$ cat config.mk
export PLATFORM = sky130hd
export DESIGN_NAME = baud_gen
export DESIGN_NICKNAME = d
export VERILOG_FILES = /design/src/rtl/baud_gen_pkg.sv /design/src/rtl/baud_cfg_reg.sv /design/src/rtl/baud_prescaler.sv /design/src/rtl/baud_bitdiv.sv /design/src/rtl/baud_gen.sv
export SDC_FILE = /design/constraint.sdc
export NUM_CORES = 1
export LEC_CHECK = 0
export ABC_CLOCK_PERIOD_IN_PS = 3450
export BUFFER_PORTS_ARGS = -buffer_cell sky130_fd_sc_hd__buf_2
export CORE_MARGIN = 4
export CORE_UTILIZATION = 50
export CTS_BUF_LIST = sky130_fd_sc_hd__clkbuf_4
export DETAILED_ROUTE_END_ITERATION = 10
export PLACE_DENSITY = 0.8
export SYNTH_ARGS = -nofsm -noshare
export SYNTH_HDL_FRONTEND = slang
export SYNTH_SLANG_ARGS = --single-unit
$ cat constraint.sdc
create_clock -name clk -period 3.45 [get_ports clk]
set_clock_uncertainty 0.2 [all_clocks]
set_input_delay 0.8625 -clock clk [delete_from_list [all_inputs] [get_ports clk]]
set_output_delay 0.8625 -clock clk [all_outputs]
set_load 0.005 [all_outputs]
$ cat src/rtl/baud_gen_pkg.sv
package baud_gen_pkg;

    typedef enum logic [1:0] {
        MODE_OVS16  = 2'd0,
        MODE_PROG   = 2'd1,
        MODE_DIRECT = 2'd2
    } baud_mode_e;

    localparam int unsigned OVS_FIXED     = 16;
    localparam int unsigned EXT_MIN       = 8;
    localparam int unsigned BASE_MIN_DIR  = 3;

    function automatic baud_mode_e decode_mode(input logic sel_en, input logic bypass);
        if (!sel_en)     return MODE_OVS16;
        else if (bypass) return MODE_DIRECT;
        else             return MODE_PROG;
    endfunction

endpackage

$ cat src/rtl/baud_cfg_reg.sv
module baud_cfg_reg
    import baud_gen_pkg::*;
#(
    parameter int unsigned AW = 16,
    parameter int unsigned BW = 4
) (
    input  logic          clk,
    input  logic          rst,
    input  logic [AW-1:0] base_in,
    input  logic [BW-1:0] ext_in,
    input  logic          sel_en_in,
    input  logic          bypass_in,
    output logic [AW-1:0] base_q,
    output logic [BW-1:0] ext_q,
    output baud_mode_e    mode_q,
    output logic          restart,
    output logic          err
);
    typedef struct packed {
        logic [AW-1:0] base;
        logic [BW-1:0] ext;
        logic          sel_en;
        logic          bypass;
    } cfg_t;

    cfg_t cfg_in, cfg_q;

    always_comb begin
        cfg_in.base   = base_in;
        cfg_in.ext    = ext_in;
        cfg_in.sel_en = sel_en_in;
        cfg_in.bypass = bypass_in;
    end

    always_ff @(posedge clk) begin
        if (rst) cfg_q <= '0;
        else     cfg_q <= cfg_in;
    end

    assign restart = (cfg_in != cfg_q);
    assign base_q  = cfg_q.base;
    assign ext_q   = cfg_q.ext;
    assign mode_q  = decode_mode(cfg_q.sel_en, cfg_q.bypass);

    always_comb begin
        unique case (mode_q)
            MODE_PROG:   err = (32'(cfg_q.ext)  < EXT_MIN);
            MODE_DIRECT: err = (32'(cfg_q.base) < BASE_MIN_DIR);
            default:     err = 1'b0;
        endcase
    end
endmodule

$ cat src/rtl/baud_prescaler.sv
module baud_prescaler #(
    parameter int unsigned AW = 16
) (
    input  logic          clk,
    input  logic          rst,
    input  logic          restart,
    input  logic          run,
    input  logic [AW-1:0] base,
    output logic          strobe
);
    localparam int unsigned PW = AW + 1;

    logic [PW-1:0] cnt, lim;

    assign lim    = {1'b0, base} + PW'(1);
    assign strobe = run && (cnt == lim);

    always_ff @(posedge clk) begin
        if (rst || restart || !run) cnt <= '0;
        else if (cnt == lim)        cnt <= '0;
        else                        cnt <= cnt + PW'(1);
    end

    // prescaler never runs past its wrap value
    a_r2_cnt_bound: assert property (@(posedge clk) disable iff (rst)
        cnt <= lim);
endmodule

$ cat src/rtl/baud_bitdiv.sv
module baud_bitdiv
    import baud_gen_pkg::*;
#(
    parameter int unsigned BW = 4
) (
    input  logic          clk,
    input  logic          rst,
    input  logic          restart,
    input  logic          run,
    input  logic          strobe,
    input  baud_mode_e    mode,
    input  logic [BW-1:0] ext,
    output logic          tick
);
    localparam int unsigned OW = $clog2(OVS_FIXED);
    localparam int unsigned DW = ((BW > OW) ? BW : OW) + 1;

    logic [DW-1:0] dcnt, span_m1;

    always_comb begin
        unique case (mode)
            MODE_PROG:   span_m1 = DW'(ext);
            MODE_DIRECT: span_m1 = '0;
            default:     span_m1 = DW'(OVS_FIXED - 1);
        endcase
    end

    assign tick = run && strobe && (dcnt == span_m1);

    always_ff @(posedge clk) begin
        if (rst || restart || !run) dcnt <= '0;
        else if (strobe) begin
            if (dcnt == span_m1) dcnt <= '0;
            else                 dcnt <= dcnt + DW'(1);
        end
    end

    // group counter stays within the selected span
    a_r3_dcnt_bound: assert property (@(posedge clk) disable iff (rst)
        dcnt <= span_m1);
endmodule

$ cat src/rtl/baud_gen.sv
module baud_gen
    import baud_gen_pkg::*;
#(
    parameter int unsigned AW = 16,
    parameter int unsigned BW = 4
) (
    input  logic          clk,
    input  logic          rst,
    input  logic [AW-1:0] div_base,
    input  logic [BW-1:0] div_ext,
    input  logic          ovs_sel_en,
    input  logic          ovs_bypass,
    output logic          sample_tick,
    output logic          bit_tick,
    output logic          cfg_err
);
    logic [AW-1:0] base_q;
    logic [BW-1:0] ext_q;
    baud_mode_e    mode_q;
    logic          restart, err, run;

    baud_cfg_reg #(.AW(AW), .BW(BW)) u_cfg (
        .clk(clk), .rst(rst),
        .base_in(div_base), .ext_in(div_ext),
        .sel_en_in(ovs_sel_en), .bypass_in(ovs_bypass),
        .base_q(base_q), .ext_q(ext_q), .mode_q(mode_q),
        .restart(restart), .err(err)
    );

    assign run = !err;

    baud_prescaler #(.AW(AW)) u_pre (
        .clk(clk), .rst(rst), .restart(restart), .run(run),
        .base(base_q), .strobe(sample_tick)
    );

    baud_bitdiv #(.BW(BW)) u_div (
        .clk(clk), .rst(rst), .restart(restart), .run(run),
        .strobe(sample_tick), .mode(mode_q), .ext(ext_q),
        .tick(bit_tick)
    );

    assign cfg_err = err;

    // a rejected setting silences both strobes
    a_r6_err_silent: assert property (@(posedge clk) disable iff (rst)
        cfg_err |-> (!sample_tick && !bit_tick));
    // strobes last a single cycle
    a_r9_sample_single: assert property (@(posedge clk) disable iff (rst)
        sample_tick |=> !sample_tick);
    a_r9_bit_single: assert property (@(posedge clk) disable iff (rst)
        bit_tick |=> !bit_tick);
    // a captured change leaves no tick in the following cycle
    a_r8_restart_quiet: assert property (@(posedge clk) disable iff (rst)
        restart |=> (!sample_tick && !bit_tick));
    // direct mode fires both strobes together
    a_r4_direct_coincide: assert property (@(posedge clk) disable iff (rst)
        (mode_q == MODE_DIRECT && sample_tick) |-> bit_tick);
endmodule

# Yosys cells after proc, flatten, opt, wreduce, memory -nomap -nowiden
# Index checks and enable logic that the tools add are counted.
op_classes:
  muxes: 5
  order_cmp: 2
  add_sub_neg: 3
  eq_ne: 5
  reduce_logical: 7
op_table:
  columns: ["op", "n"]
  rows:
  - ["$ne A22 B22 Y1", 1]
  - ["$add A16 B1 Y17 const B", 1]
  - ["$add A17 B1 Y17 const B", 1]
  - ["$eq A17 B17 Y1", 1]
  - ["$lt A16 B2 Y1 const B", 1]
  - ["$pmux W4 S2", 1]
  - ["$add A5 B1 Y5 const B", 1]
  - ["$eq A5 B4 Y1", 1]
  - ["$mux W5", 1]
  - ["$lt A4 B4 Y1 const B", 1]
  - ["$mux W2", 2]
  - ["$logic_and A1 B1 Y1", 3]
  - ["$eq A2 B1 Y1 const B", 1]
  - ["$eq A2 B2 Y1 const B", 1]
  - ["$logic_or A1 B1 Y1", 2]
  - ["$pmux W1 S2", 1]
  - ["$reduce_or A2 Y1", 1]
  - ["$logic_not A1 Y1", 1]
word_totals:
  word_cells: 28
  out_inout_bits: 3
  ff_bits: 44
  in_bits: 24

# Logic depth before layout (Yosys ltp)
# Gate-level depths: netlist (run 1).
logic_depth:
  word_depth: 8
  depth_mapped: 11
  depth_no_buf: 9

# By module
# From an unflattened synthesis (run 1), not the netlist that was laid out.
unflattened:
  cells_unflattened: 335
  hier_area_um2: 2795.2
by_module_without_submodules:
  columns: ["module", "area_each_um2", "cells_per_inst", "seq_area_each_um2", "instances"]
  rows:
  - ["baud_prescaler", 1368.8, 181, 340.3, 1]
  - ["baud_cfg_reg", 1038.5, 104, 440.4, 1]
  - ["baud_bitdiv", 384.1, 49, 100.1, 1]
  - ["baud_gen", 3.8, 1, 0.0, 1]

# Worst setup path after synthesis (run 1)
# No wires, ideal clock.
synth_path:
  path_type: "register -> output"
  startpoint: "register u_cfg.cfg_q (netlist bit u_cfg.base_q[0])"
  endpoint: "output port bit_tick"
  path_stages_with_launch: 10
  required_ns: 2.388
  n_path_buf: 1
  arrival_time_ns: 2.185
  setup_slack_ns: 0.203
  path_cell_list: "dfxtp_1 -> ha_1 -> clkbuf_2 -> inv_1 -> nor4_2 -> mux2i_1 -> a211oi_4 -> nor2_2 -> and3_4 -> and2_4"
synth_between:
  elab_chain_len: 6
  elab_cells_between_ends: 8
  classes_between: "1 x add/sub; 1 x order compare; 1 x eq/ne; 1 x mux; 4 x reduce/logical"
synth_lines:
  columns: ["element", "line_no", "rtl"]
  rows:
  - ["start, declared", "baud_cfg_reg.sv:26", "cfg_t cfg_in, cfg_q;"]
  - ["start signal, assigned", "baud_cfg_reg.sv:37", "else cfg_q <= cfg_in;"]
  - ["parallel branches: the longest is 3 deep, another holds $add A16 B1 Y17", null, null]
  - ["$logic_and A1 B1 Y1 *", "baud_prescaler.sv:16", "assign strobe = run && (cnt == lim);"]
  - ["named net sample_tick", "baud_gen.sv:13", "output logic sample_tick,"]
  - ["$logic_and A1 B1 Y1 * (2 in series)", "baud_bitdiv.sv:28", "assign tick = run && strobe && (dcnt == span_m1);"]
  - ["end, declared", "baud_gen.sv:14", "output logic bit_tick,"]
# Mark *: on every way through the listed nets, which the timed path passes.

# Worst setup path after layout (run 1)
layout_path:
  startpoint: "register u_cfg.cfg_q (netlist bit u_cfg.base_q[1])"
  endpoint: "output port bit_tick"
layout_between:
  elab_chain_len: 6
  elab_cells_between_ends: 8
  classes_between: "1 x add/sub; 1 x order compare; 1 x eq/ne; 1 x mux; 4 x reduce/logical"
layout_lines:
  columns: ["element", "line_no"]
  rows:
  - ["parallel branches: the longest is 4 deep, another holds $add A16 B1 Y17", null]
  - ["$logic_and A1 B1 Y1 * (2 in series)", "baud_bitdiv.sv:28"]
# Mark *: on every way between the ends.

==> flow_results.org, run 1 <==
** Outcome
- Status :: finished with violations
- The final reports fail on negative setup slack.

** Power and ir drop
- Cell internal power was estimated by the tool at between 700 and 800 uW.
- The clock network accounts for about a third of the total power.
- Sequential cells account for a little over half of the total power.
- IR Drop Worst-Case VDD :: roughly 0.00024 V
- Proportion of power drawn by combinational gates :: 15.5%
- Final Total Pwr :: a little over 1000 uW
- Switching share of power :: between 20% and 30%
- P_leak :: 0.001218 uW
- For this design the total switching power over the nets is around 270 uW.
- Power per cell area :: between 300 and 400 nW/um2

** Final layout
- Area added between synthesis and finish :: 21.98%
- The finished cells cover approximately 3300 um2.
- Fin nets :: approximately 380
- The repair_antennas step left the layout with diodes totalling 0.
- Share of cells above drive strength 1 :: between 30% and 40%
- Most frequent cells in the layout :: sky130_fd_sc_hd__dfxtp_1 (34), sky130_fd_sc_hd__xor2_1 (30), sky130_fd_sc_hd__nor2b_1 (30)
- Most common library cell in the layout ignoring fill and taps :: sky130_fd_sc_hd__dfxtp_1

** Placed design
- In this run the tool buffered the top-level ports with 26 buffer cells.
- Total placed instance area :: 2940 um2
- The congestion estimate from routability-driven global placement came to roughly 0.94.
- Detailed placement HPWL :: approximately 4800 um

** Yosys
- The synthesized netlist devotes roughly 1.4% of its cell area to adder and majority cells.
- Count of synthesis-stage warnings from yosys :: 0
- Unique cell type count in the Yosys netlist :: 58
- Async set or reset register ratio after synthesis :: 0%
- Compound-gate portion of the synthesized area :: a little over a tenth
- Post-synthesis share of cell area spent on and, or, nand and nor gates :: 32.07%
- After synthesis the cells add up to about 2700 um2.
- Yosys reg bits :: 44
- Largest family of logic cells by synthesized area :: simple AND/OR/NAND/NOR gates
- Syn_nets :: approximately 340
- Among all flip-flop cells after synthesis, the most frequent one is sky130_fd_sc_hd__dfxtp_1.
- In this run, synthesis inferred 0 flip-flops with an integrated enable.
- Fraction of the yosys area taken by sequential cells :: around a third
- Measured against the total synthesized area, the mux share comes to 1.527%.
- After Yosys synthesis, XOR and XNOR cells account for between 10% and 20% of the synthesized area.
- Synthesis handed over a netlist of approximately 310 instances.
- Mean instance size in the synthesized netlist :: roughly 8.8 um2

** Floorplanning
- Std-Cell Rows :: 26
- Once the floorplan was initialized, standard cells occupied between 50% and 60% of the core.
- The total area inside the core boundary comes to 5172 um2.
- Total Die Area :: about 6600 um2
- 27 I/O pins were placed.
- From left edge to right edge, the die measures ~80 um.
- Vertical extent of the die :: 81.54 um

** Worst hold path
- Class of the worst hold path :: flop to flop

** STA
- Setup violations remaining at the end of the flow were counted as 2.
- Max-slew violation total from the final report :: 0
- Setup WS post-layout :: -0.1175 ns
- Shortest period the worst path allows :: between 3 and 4 ns
- Transition time at the pin with the least slew margin :: about 0.57 ns
- On the final layout, the worst hold slack is roughly 0.34 ns.
- Setup repair after global routing could not meet its margin everywhere.
- Derived from the worst setup path, the maximum achievable clock frequency is approximately 280 MHz.
- The worst path uses 103.4% of the clock period.
- Hold Fails Final Rpt :: 0
- Summed over all failing endpoints, the final setup total negative slack is -0.1192 ns.
- Measured against its own limit, the worst slew margin works out to between 60% and 70%.

** GRT
- The number of global-route vias before repair came to between 2000 and 2500.
- Entering global routing, the biggest net connects 24 pins.
- Overall routing resource usage :: between 20% and 30%
- First-pass GRT wire length :: ~12000 um
- The number of antenna violations at the first check in global routing was 0.
- After global routing the overflow that remains totals 0.

** Clock tree
- Clock edge transition at the registers on the reported setup and hold paths :: between 0.1 and 0.15 ns
- Hold repair after CTS inserted 0 buffers.
- TritonCTS clock tree :: yes
- Clock latency on the worst-skew pair, taken at its later pin, is between 0.3 and 0.4 ns.
- H-tree levels :: 2
- Counting along the longest clock path gives a buffer depth of 2.
- In this run the clock root is driven by a sky130_fd_sc_hd__clkbuf_4.
- Number of clock sinks :: 44
- Inserted Clock Buffers :: 5

** Routing
- Final wirelength :: 7921 um
- The first detailed-routing pass took 5 iterations.
- Dividing the detail-routed wire length by the instance count gives 18.64 um.
- In the routed layout, each cell is associated on average with a via count of 6.106.
- The final route contains between 2000 and 3000 vias.
- The first routing iteration left approximately 250 violations.
- Number of nets with antenna violations after detailed routing :: 0
- After detailed routing, the number of remaining DRC violations is 0.

** Setup path
- CP arrival :: between 2 and 3 ns
- STA classifies the critical path endpoint as an output pin.
- Along the worst path, the maximum fanout reaches 6.
- The worst setup path is launched from a flop.
- The setup path with the least slack is of type flop to output pin.
- WP data required :: about 2.4 ns

** Job
- Total of max-cap violations :: 0
## synthesized netlist by cell type, drive strengths merged (3+ instances only)
master / n / area, um2
dfxtp: 44 / 880.8
nor2: 30 / 115.1
nor2b: 30 / 187.7
xor2: 30 / 262.8
xnor2: 26 / 227.7
nand4: 16 / 121.4
nand3: 15 / 80.08
nor4: 12 / 100.1
nand2: 11 / 41.29
clkbuf: 9 / 38.79
a21oi: 8 / 40.04
buf: 7 / 40.03
inv: 7 / 26.28
and3: 6 / 43.79
nand2b: 5 / 31.28
o31ai: 5 / 37.54
o211a: 4 / 40.04
and2: 3 / 22.53
ha: 3 / 37.54
mux2i: 3 / 30.03
nor3: 3 / 15.01
nor4b: 3 / 32.53
o21ai: 3 / 15.01
or3: 3 / 25.03
## worst max-delay path, cell delays in order (launching register included)
cell and delay, ns:
sky130_fd_sc_hd__dfxtp_2 0.36, sky130_fd_sc_hd__ha_4 0.16, sky130_fd_sc_hd__buf_6 0.13, sky130_fd_sc_hd__and2_4 0.16, sky130_fd_sc_hd__a211o_1 0.33, sky130_fd_sc_hd__a31oi_1 0.32
sky130_fd_sc_hd__nor4_2 0.09, sky130_fd_sc_hd__and3_4 0.20, sky130_fd_sc_hd__and3_4 0.16, sky130_fd_sc_hd__and2_4 0.13, sky130_fd_sc_hd__buf_6 0.10
## cells by family after synthesis
logic type      after synthesis
compound gates               35
xor+xnor                     56
fa+ha+maj                     3
buf+inv                      23
flops                        44
mux                           4
simple gates                143
## per-layer routing
layer | wire (um) | global-route usage [%]
met2 | 3766 | 37.13
met1 | 3173 | 29.07
met3 | 568 | 4.386
met5 | 0 | 0
met4 | 412 | 9.459
## final cells by class
type                       instances  area (um2)
clock inverter                     2       35.03
tap                               70       87.58
timing repair buffer              55       380.4
sequential                        44       910.9
clock buffer                       6       45.04
inverter                           7       26.28
fill                             402        1874
multi-input combinational        241        1813
## stage by stage
stage	std cells	setup slack [ns]	util, %
after CTS	423	0.001336	62.05
final	425	-0.1175	63.76
after global routing	425	-0.2379	63.76
after global placement	401	0.2006	56.85
after floorplan	308	0.2028	-
after detailed placement	401	0.1283	56.85
## sequential cells by signal, summed over array words and instances (netlist names)
signal / cells
u_pre.cnt: 17
u_cfg.base_q: 16
u_cfg.ext_q: 4
u_cfg.cfg_q: 2
u_div.dcnt: 5
## final timing paths
kind | slack [ns] | endpoint | startpoint | cells past startpoint
max | -0.12 | bit_tick | u_cfg.base_q[1]$_SDFF_PP0_ | 10
min | 0.34 | u_div.dcnt[4]$_SDFFE_PP0P_ | u_div.dcnt[4]$_SDFFE_PP0P_ | 2
max reg2reg | 0.75 | u_pre.cnt[12]$_SDFF_PP0_ | u_pre.cnt[5]$_SDFF_PP0_ | 8
min reg2reg | 0.34 | u_div.dcnt[4]$_SDFFE_PP0P_ | u_div.dcnt[4]$_SDFFE_PP0P_ | 2
## power groups by stage
stage	combinational, uW	clock, uW	sequential, uW
floorplan	81.6	0	545
global placement	118	0	553
detailed placement	119	0	554
CTS	140	335	537
global route	167	360	541
finish	159	327	539
## repair_timing
action,in CTS,in global routing
setup buffers,14,2
pin swaps,10,4
resized for setup,31,16
setup endpoints to repair,2,2
No activity file was read; power rests on OpenSTA's default activity.
==> run 2: changes to the inputs <==
--- a/config.mk
+++ b/config.mk
@@ -11,7 +11,7 @@
 export CORE_UTILIZATION = 50
 export CTS_BUF_LIST = sky130_fd_sc_hd__clkbuf_4
 export DETAILED_ROUTE_END_ITERATION = 10
-export PLACE_DENSITY = 0.8
+export PLACE_DENSITY_LB_ADDON = 0.08
 export SYNTH_ARGS = -nofsm -noshare
 export SYNTH_HDL_FRONTEND = slang
 export SYNTH_SLANG_ARGS = --single-unit
==> flow_results.org, run 2 (synthesis gave the netlist of run 1 again) <==
** Power and ir drop
- Total power for the finished layout comes to between 900 and 1000 uW.
- Registers are responsible for between 50% and 60% of the overall power.
- Combinational logic is responsible for 14.0% of the overall power.
- For this design the total switching power over the nets is roughly 260 uW.
- Switching share of power :: 25.71%
- P_leak :: between 0.001 and 0.0015 uW
- Across the VDD grid, the largest voltage drop is a little over 0.0002 V.
- The clock network is responsible for a little under a third of the overall power.
- Power per cell area :: ~300 nW/um2
- Internal power of the cells :: ~740 uW

** STA
- Max-slew violation total from the final report :: 0
- Hold Fails Final Rpt :: 0
- Unrepaired setup endpoints after global routing :: true
- Transition time at the pin with the least slew margin :: 0.4200 ns
- Final setup fails :: 0
- Max Fclk :: 290.3 MHz
- Hold timing on the final database bottoms out at a slack of ~0.32 ns.
- Shortest period the worst path allows :: between 3 and 4 ns
- Dividing the final minimum period by the clock period gives between 90% and 100%.
- Slew headroom :: 71.92%

** Routing
- Dividing the detail-routed wire length by the instance count gives roughly 15 um.
- The first TritonRoute pass finished after 4 iterations.
- The detailed router placed ~2300 vias in this run.
- Initial drt markers :: 147
- DRC Markers :: 0
- In the routed layout, each cell is associated on average with a via count of 5.471.
- Number of nets with antenna violations after detailed routing :: 0
- After detailed routing, the total wire length is 6597 um.

** Floorplanning
- Once the floorplan was initialized, standard cells occupied a little over half of the core.
- The floorplan step defined a die boundary enclosing 6648 um2.
- Core region area :: just over 5000 um2
- I/O pin count :: 27
- Std-Cell Rows :: 26
- In this run the horizontal extent of the chip is slightly above 80 um.
- Vertical extent of the die :: about 82 um

** Final layout
- Area added between synthesis and finish :: 22.67%
- Cells fill between 60 and 70% of the core in the end.
- Most frequent cells in the layout :: sky130_fd_sc_hd__dfxtp_1 (34), sky130_fd_sc_hd__xor2_1 (30), sky130_fd_sc_hd__nor2b_1 (30), sky130_fd_sc_hd__buf_4 (30), sky130_fd_sc_hd__nor2_1 (28)
- Register with the highest flop count :: u_pre.cnt
- Share of cells above drive strength 1 :: 30.08%
- Number of flip-flops in the largest register :: 17
- 0 antenna diodes ended up in the layout.
- Fin nets :: between 300 and 400
- Number of fillers in the final layout :: approximately 440
- Most common library cell in the layout ignoring fill and taps :: sky130_fd_sc_hd__dfxtp_1
- Count of non-filler cells in the finished layout :: roughly 430

** Setup path
- STA classifies the critical path startpoint as a flop.
- The worst setup path is captured at an output pin.
- Highest net fanout along the worst path :: 4
- The setup path with the least slack is of type flop to output pin.
- Data on the critical path arrives at its endpoint at between 2 and 2.5 ns.
- WP data required :: between 2 and 2.5 ns

** GRT
- Largest net degree at the start of global routing :: 24
- Total congestion overflow :: 0
- First-pass GRT wire length :: 10810 um
- Overall routing resource usage :: 21.26%
- The number of antenna violations at the first check in global routing was 0.
- The number of global-route vias before repair came to 2229.

** Placed design
- Port buffering added 26 buffers.
- The HPWL after detailed placement is 4800 um.
- The number of placed instances, taps included, is about 400.
- At the end of routability-driven placement, the weighted congestion stood at 0.9358.

** Outcome
- Status :: complete, no violations

** Clock tree
- Clock Latency Late Sink :: 0.36 ns
- Count of hold-fix buffers inserted at cts :: 0
- The H-tree was split into 2 levels.
- CTS placed an instance of sky130_fd_sc_hd__clkbuf_4 at the clock tree root.
- The clock net in this run drives a total of 44 sinks.
- Inserted Clock Buffers :: 5
- No sink is reached through more buffers than the 2 on the longest clock path.
- Clock-pin slew was measured on the worst setup and hold paths at 0.13 ns.
- TritonCTS clock tree :: yes

** Worst hold path
- Class of the worst hold path :: flop to flop

** Job
- The tool flagged a number of max-cap violations equal to 0.
-- run 2: cell types whose count changed in the layout (fill, tap and decap cells not counted), sizes merged --
| cell | previous run | this run |
|---|---|---|
| buf | 55 | 59 |
| clkbuf | 6 | 5 |
| clkinv | 1 | 2 |
-- run 2: power by group through the flow --
stage | combinational (uW) | clock [uW] | sequential, uW
final | 140 | 316 | 539
after global routing | 153 | 345 | 542
after CTS | 135 | 325 | 540
after detailed placement | 119 | 0 | 554
after global placement | 119 | 0 | 554
after floorplan | 81.6 | 0 | 545
-- run 2: final timing paths --
path	startpoint	end	slack, ns	cells past startpoint
worst max register to register	u_cfg.base_q[4]$_SDFF_PP0_	u_pre.cnt[4]$_SDFF_PP0_	0.77	10
worst min register to register	u_div.dcnt[4]$_SDFFE_PP0P_	u_div.dcnt[4]$_SDFFE_PP0P_	0.32	2
worst max-delay path	u_cfg.base_q[0]$_SDFF_PP0_	bit_tick	0.006	9
worst min-delay path	u_div.dcnt[4]$_SDFFE_PP0P_	u_div.dcnt[4]$_SDFFE_PP0P_	0.32	2
-- run 2: routing by layer --
layer / vias up / part of all wire, % / GRT usage [%]
li1: 1181 / - / -
met1: 1090 / 46 / 28.18
met2: 61 / 48 / 34.53
met3: 15 / 4.2 / 3.289
met4: 0 / 2.0 / 8.446
met5: - / 0 / 0
-- run 2: metrics by stage --
stage,instance area [um2],setup slack (ns),TNS [ns]
2_1_floorplan,2704,0.2028,0
3_3_place_gp,2948,0.1192,0
3_5_place_dp,2948,0.1027,0
4_1_cts,3228,0.001078,0
5_1_grt,3317,-0.1049,-0.1049
6_report,3317,0.005759,0
-- run 2: timing repair --
action / 4_1_cts / 5_1_grt
gates resized for setup: 34 / 13
pin swaps: 14 / 11
setup endpoints to repair: 2 / 2
setup buffers: 14 / 5
-- run 2: layout make-up --
cell class,count,area (um2),share of cell area [%]
repair buffers,59,395.4,11.92
multi-input cells,241,1812,54.62
flip-flops and latches,44,918.4,27.69
clock inverters,3,37.54,1.132
clock buffers,5,37.54,1.132
well taps,70,87.58,2.641
inverters,7,28.78,0.8676
-- run 2: worst max-delay path, stage by stage, from the launching register on --
cell and delay (ns):
sky130_fd_sc_hd__dfxtp_4 0.39, sky130_fd_sc_hd__buf_4 0.12, sky130_fd_sc_hd__nand2_2 0.07, sky130_fd_sc_hd__or3_4 0.41, sky130_fd_sc_hd__o211a_1 0.22, sky130_fd_sc_hd__o211a_1 0.24
sky130_fd_sc_hd__and3_4 0.17, sky130_fd_sc_hd__and3_4 0.17, sky130_fd_sc_hd__and2_4 0.13, sky130_fd_sc_hd__buf_6 0.11
==> run 3: changes to the inputs <==
--- a/config.mk
+++ b/config.mk
@@ -12,6 +12,7 @@
 export CTS_BUF_LIST = sky130_fd_sc_hd__clkbuf_4
 export DETAILED_ROUTE_END_ITERATION = 10
 export PLACE_DENSITY_LB_ADDON = 0.08
+export SETUP_SLACK_MARGIN = 0.02
 export SYNTH_ARGS = -nofsm -noshare
 export SYNTH_HDL_FRONTEND = slang
 export SYNTH_SLANG_ARGS = --single-unit
==> flow_results.org, run 3 (synthesis gave the netlist of run 1 again) <==
** STA
- Unrepaired setup endpoints after global routing :: true
- Slew headroom :: 73.91%
- Timing would allow up to between 200 and 300 MHz.
- At the pin with the least slew margin, the transition time is approximately 0.38 ns.
- Final setup fails :: 1
- Shortest period the worst path allows :: ~3.5 ns
- Setup slack on the critical path of the routed design comes to -0.001026 ns.
- Hold Fails Final Rpt :: 0
- Final hold analysis gives a worst-case slack of 0.3210 ns.
- Fin crit share :: 100.0%
- Max-slew violation total from the final report :: 0

** Placed design
- Routability-driven placement finished with a final weighted congestion of about 0.94.
- Detailed placement HPWL :: 4800 um
- After detailed placement, the design holds a cell count of around 400.
- Timing analysis after detailed placement gives a worst setup slack of between 0.1 and 0.15 ns.
- # port buffers :: 26

** GRT
- For this run, the total global-route usage over all layers was measured as a little over a fifth.
- The first global-routing pass estimated roughly 11000 um of wire.
- Number of antenna violations at the first check in global routing :: 0
- Largest net degree at the start of global routing :: 24
- The number of global-route vias before repair was ~2300.
- Global routing finished with a remaining overflow of 0.

** Clock tree
- In this run, post-CTS hold repair placed 0 buffers.
- The H-tree was split into 2 levels.
- Clock Latency Late Sink :: around 0.36 ns
- Inserted Clock Buffers :: 5
- After clock tree synthesis, the clock-pin slew on the worst setup and hold paths is 0.13 ns.
- No sink is reached through more buffers than the 2 on the longest clock path.
- TritonCTS clock tree :: yes
- Number of clock sinks :: between 40 and 50
- In this run the clock root is driven by a sky130_fd_sc_hd__clkbuf_4.

** Setup path
- Counting both buffers and inverters, the worst setup path holds a total of 2.
- CP arrival :: 2.39 ns
- STA classifies the critical path endpoint as an output pin.
- Cell-by-cell listing of the critical path :: buf_4 > nand3_4 > or3_4 > o211a_1 > o211a_1 > and3_4 > and3_4 > and2_4 > buf_6
- Path type of the worst setup path :: flop to output pin
- Crit path max-delay cell type :: sky130_fd_sc_hd__or3_4
- WP data required :: 2.39 ns
- Of all nets on the critical path, the largest fanout is 4.
- In this design, the stage delay of the slowest critical-path cell is ~0.41 ns.
- The kind of cell with the highest combined delay along the critical path is simple AND/OR/NAND/NOR gates.
- The worst setup path is launched from a flop.

** Final layout
- In the final layout, the multi-input gates occupy roughly 1800 um2.
- Fill cells in the final layout number 420.
- Number of flip-flops in the largest register :: 17
- The number of antenna diodes in the final layout is 0.
- Sequential standard cell area :: a little over 900 um2
- At the end of the flow the core is filled with cells to between 60% and 70%.
- Once layout is complete, the cells apart from fillers number approximately 440.
- Leaving out fill and tap cells, the most frequent cells in the layout are sky130_fd_sc_hd__buf_4 (33), sky130_fd_sc_hd__dfxtp_1 (33), sky130_fd_sc_hd__xor2_1 (30), sky130_fd_sc_hd__nor2b_1 (30), sky130_fd_sc_hd__nor2_1 (28).
- From synthesis to final layout, the design area changed by 25.40%.
- More flip-flops sit in one register than any other, and that register is u_pre.cnt.
- In the final layout, the share of cells above drive strength 1 is approximately a third.
- Fin nets :: 393

** Routing
- Vias/cell :: 5.540
- Dividing the detail-routed wire length by the instance count gives roughly 16 um.
- Summed over all layers, the routed wires come to about 6900 um.
- For this block, the initial DRC count from the detailed router was between 100 and 150.
- Number of nets with antenna violations after detailed routing :: 0
- The first TritonRoute pass finished after 4 iterations.
- After detailed routing, the number of remaining DRC violations is 0.
- For this block, the via count after detailed routing is between 2000 and 2500.

** Power and ir drop
- Fraction of power consumed by sequential logic :: roughly 54%
- IR Drop Worst-Case VDD :: 0.0002050 V
- Switching share of power :: 25.92%
- Final Total Pwr :: 1007 uW
- Proportion of power drawn by combinational gates :: ~15%
- Summed over all nets, the switching power comes to between 200 and 300 uW.
- In this run, the clock network consumes between 30% and 40% of the power.
- P_leak :: 0.001277 uW
- Power per cell area :: between 200 and 300 nW/um2
- Internal power comes to 746.3 uW.

** Job
- Total of max-cap violations :: 0

** Floorplanning
- The die covers around 6600 um2.
- I/O pin count :: 27
- Initial Util :: a little over half
- Vertical extent of the die :: a little over 80 um
- Core region area :: just over 5000 um2
- The initialized floorplan defines 26 standard-cell rows.
- The die is around 80 um wide.

** Outcome
- Status :: finished with violations
- The final reports fail on negative setup slack.

** Worst hold path
- The tightest min-delay check is of the flop to flop type.
run 3: per-layer routing:
layer / vias up / share of wire [%] / track usage (%)
met5: - / 0 / 0
met4: 0 / 1.8 / 8.277
met3: 14 / 3.5 / 3.728
met2: 56 / 50 / 35.10
met1: 1153 / 45 / 28.24
li1: 1198 / - / -
run 3: worst paths after layout:
path | from | to | slack, ns | cells after the start
worst max register to register | u_cfg.base_q[5]$_SDFF_PP0_ | u_pre.cnt[5]$_SDFF_PP0_ | 0.71 | 10
worst min register to register | u_div.dcnt[4]$_SDFFE_PP0P_ | u_div.dcnt[4]$_SDFFE_PP0P_ | 0.32 | 2
worst max-delay path | u_cfg.base_q[7]$_SDFF_PP0_ | bit_tick | -0.001 | 9
worst min-delay path | u_div.dcnt[4]$_SDFFE_PP0P_ | u_div.dcnt[4]$_SDFFE_PP0P_ | 0.32 | 2
run 3: timing repair:
item                       in CTS  in global routing
gates resized for setup        37                 15
cloned                          0                  0
buffers inserted               17                 10
pin swaps                      17                 16
setup endpoints to repair       2                  2
run 3: area by class of cell:
type | instances | area share (%)
clock buffers | 5 | 1.107
clock inverters | 3 | 1.107
inverters | 7 | 0.7749
multi-input cells | 241 | 53.32
flip-flops and latches | 44 | 27.12
well taps | 70 | 2.583
repair buffers | 67 | 13.99
run 3: power groups by stage:
| stage | clock network [uW] | logic [uW] | registers (uW) |
|---|---|---|---|
| after floorplan | 0 | 81.6 | 545 |
| after global placement | 0 | 119 | 554 |
| after detailed placement | 0 | 119 | 554 |
| after CTS | 325 | 139 | 540 |
| after global routing | 346 | 165 | 541 |
| final | 317 | 152 | 539 |
run 3: worst min-delay path, delay by kind of cell (launching register included):
family / cells / cell delay, ns
AO/OA/AOI/OAI: 2 / 0.13
flip-flops: 1 / 0.36
run 3: per-stage QoR:
step	TNS, ns	instance area [um2]
after global routing	-0.1134	3391
after floorplan	0	2704
after CTS	0	3261
final	-0.001026	3391
after global placement	0	2948
after detailed placement	0	2948
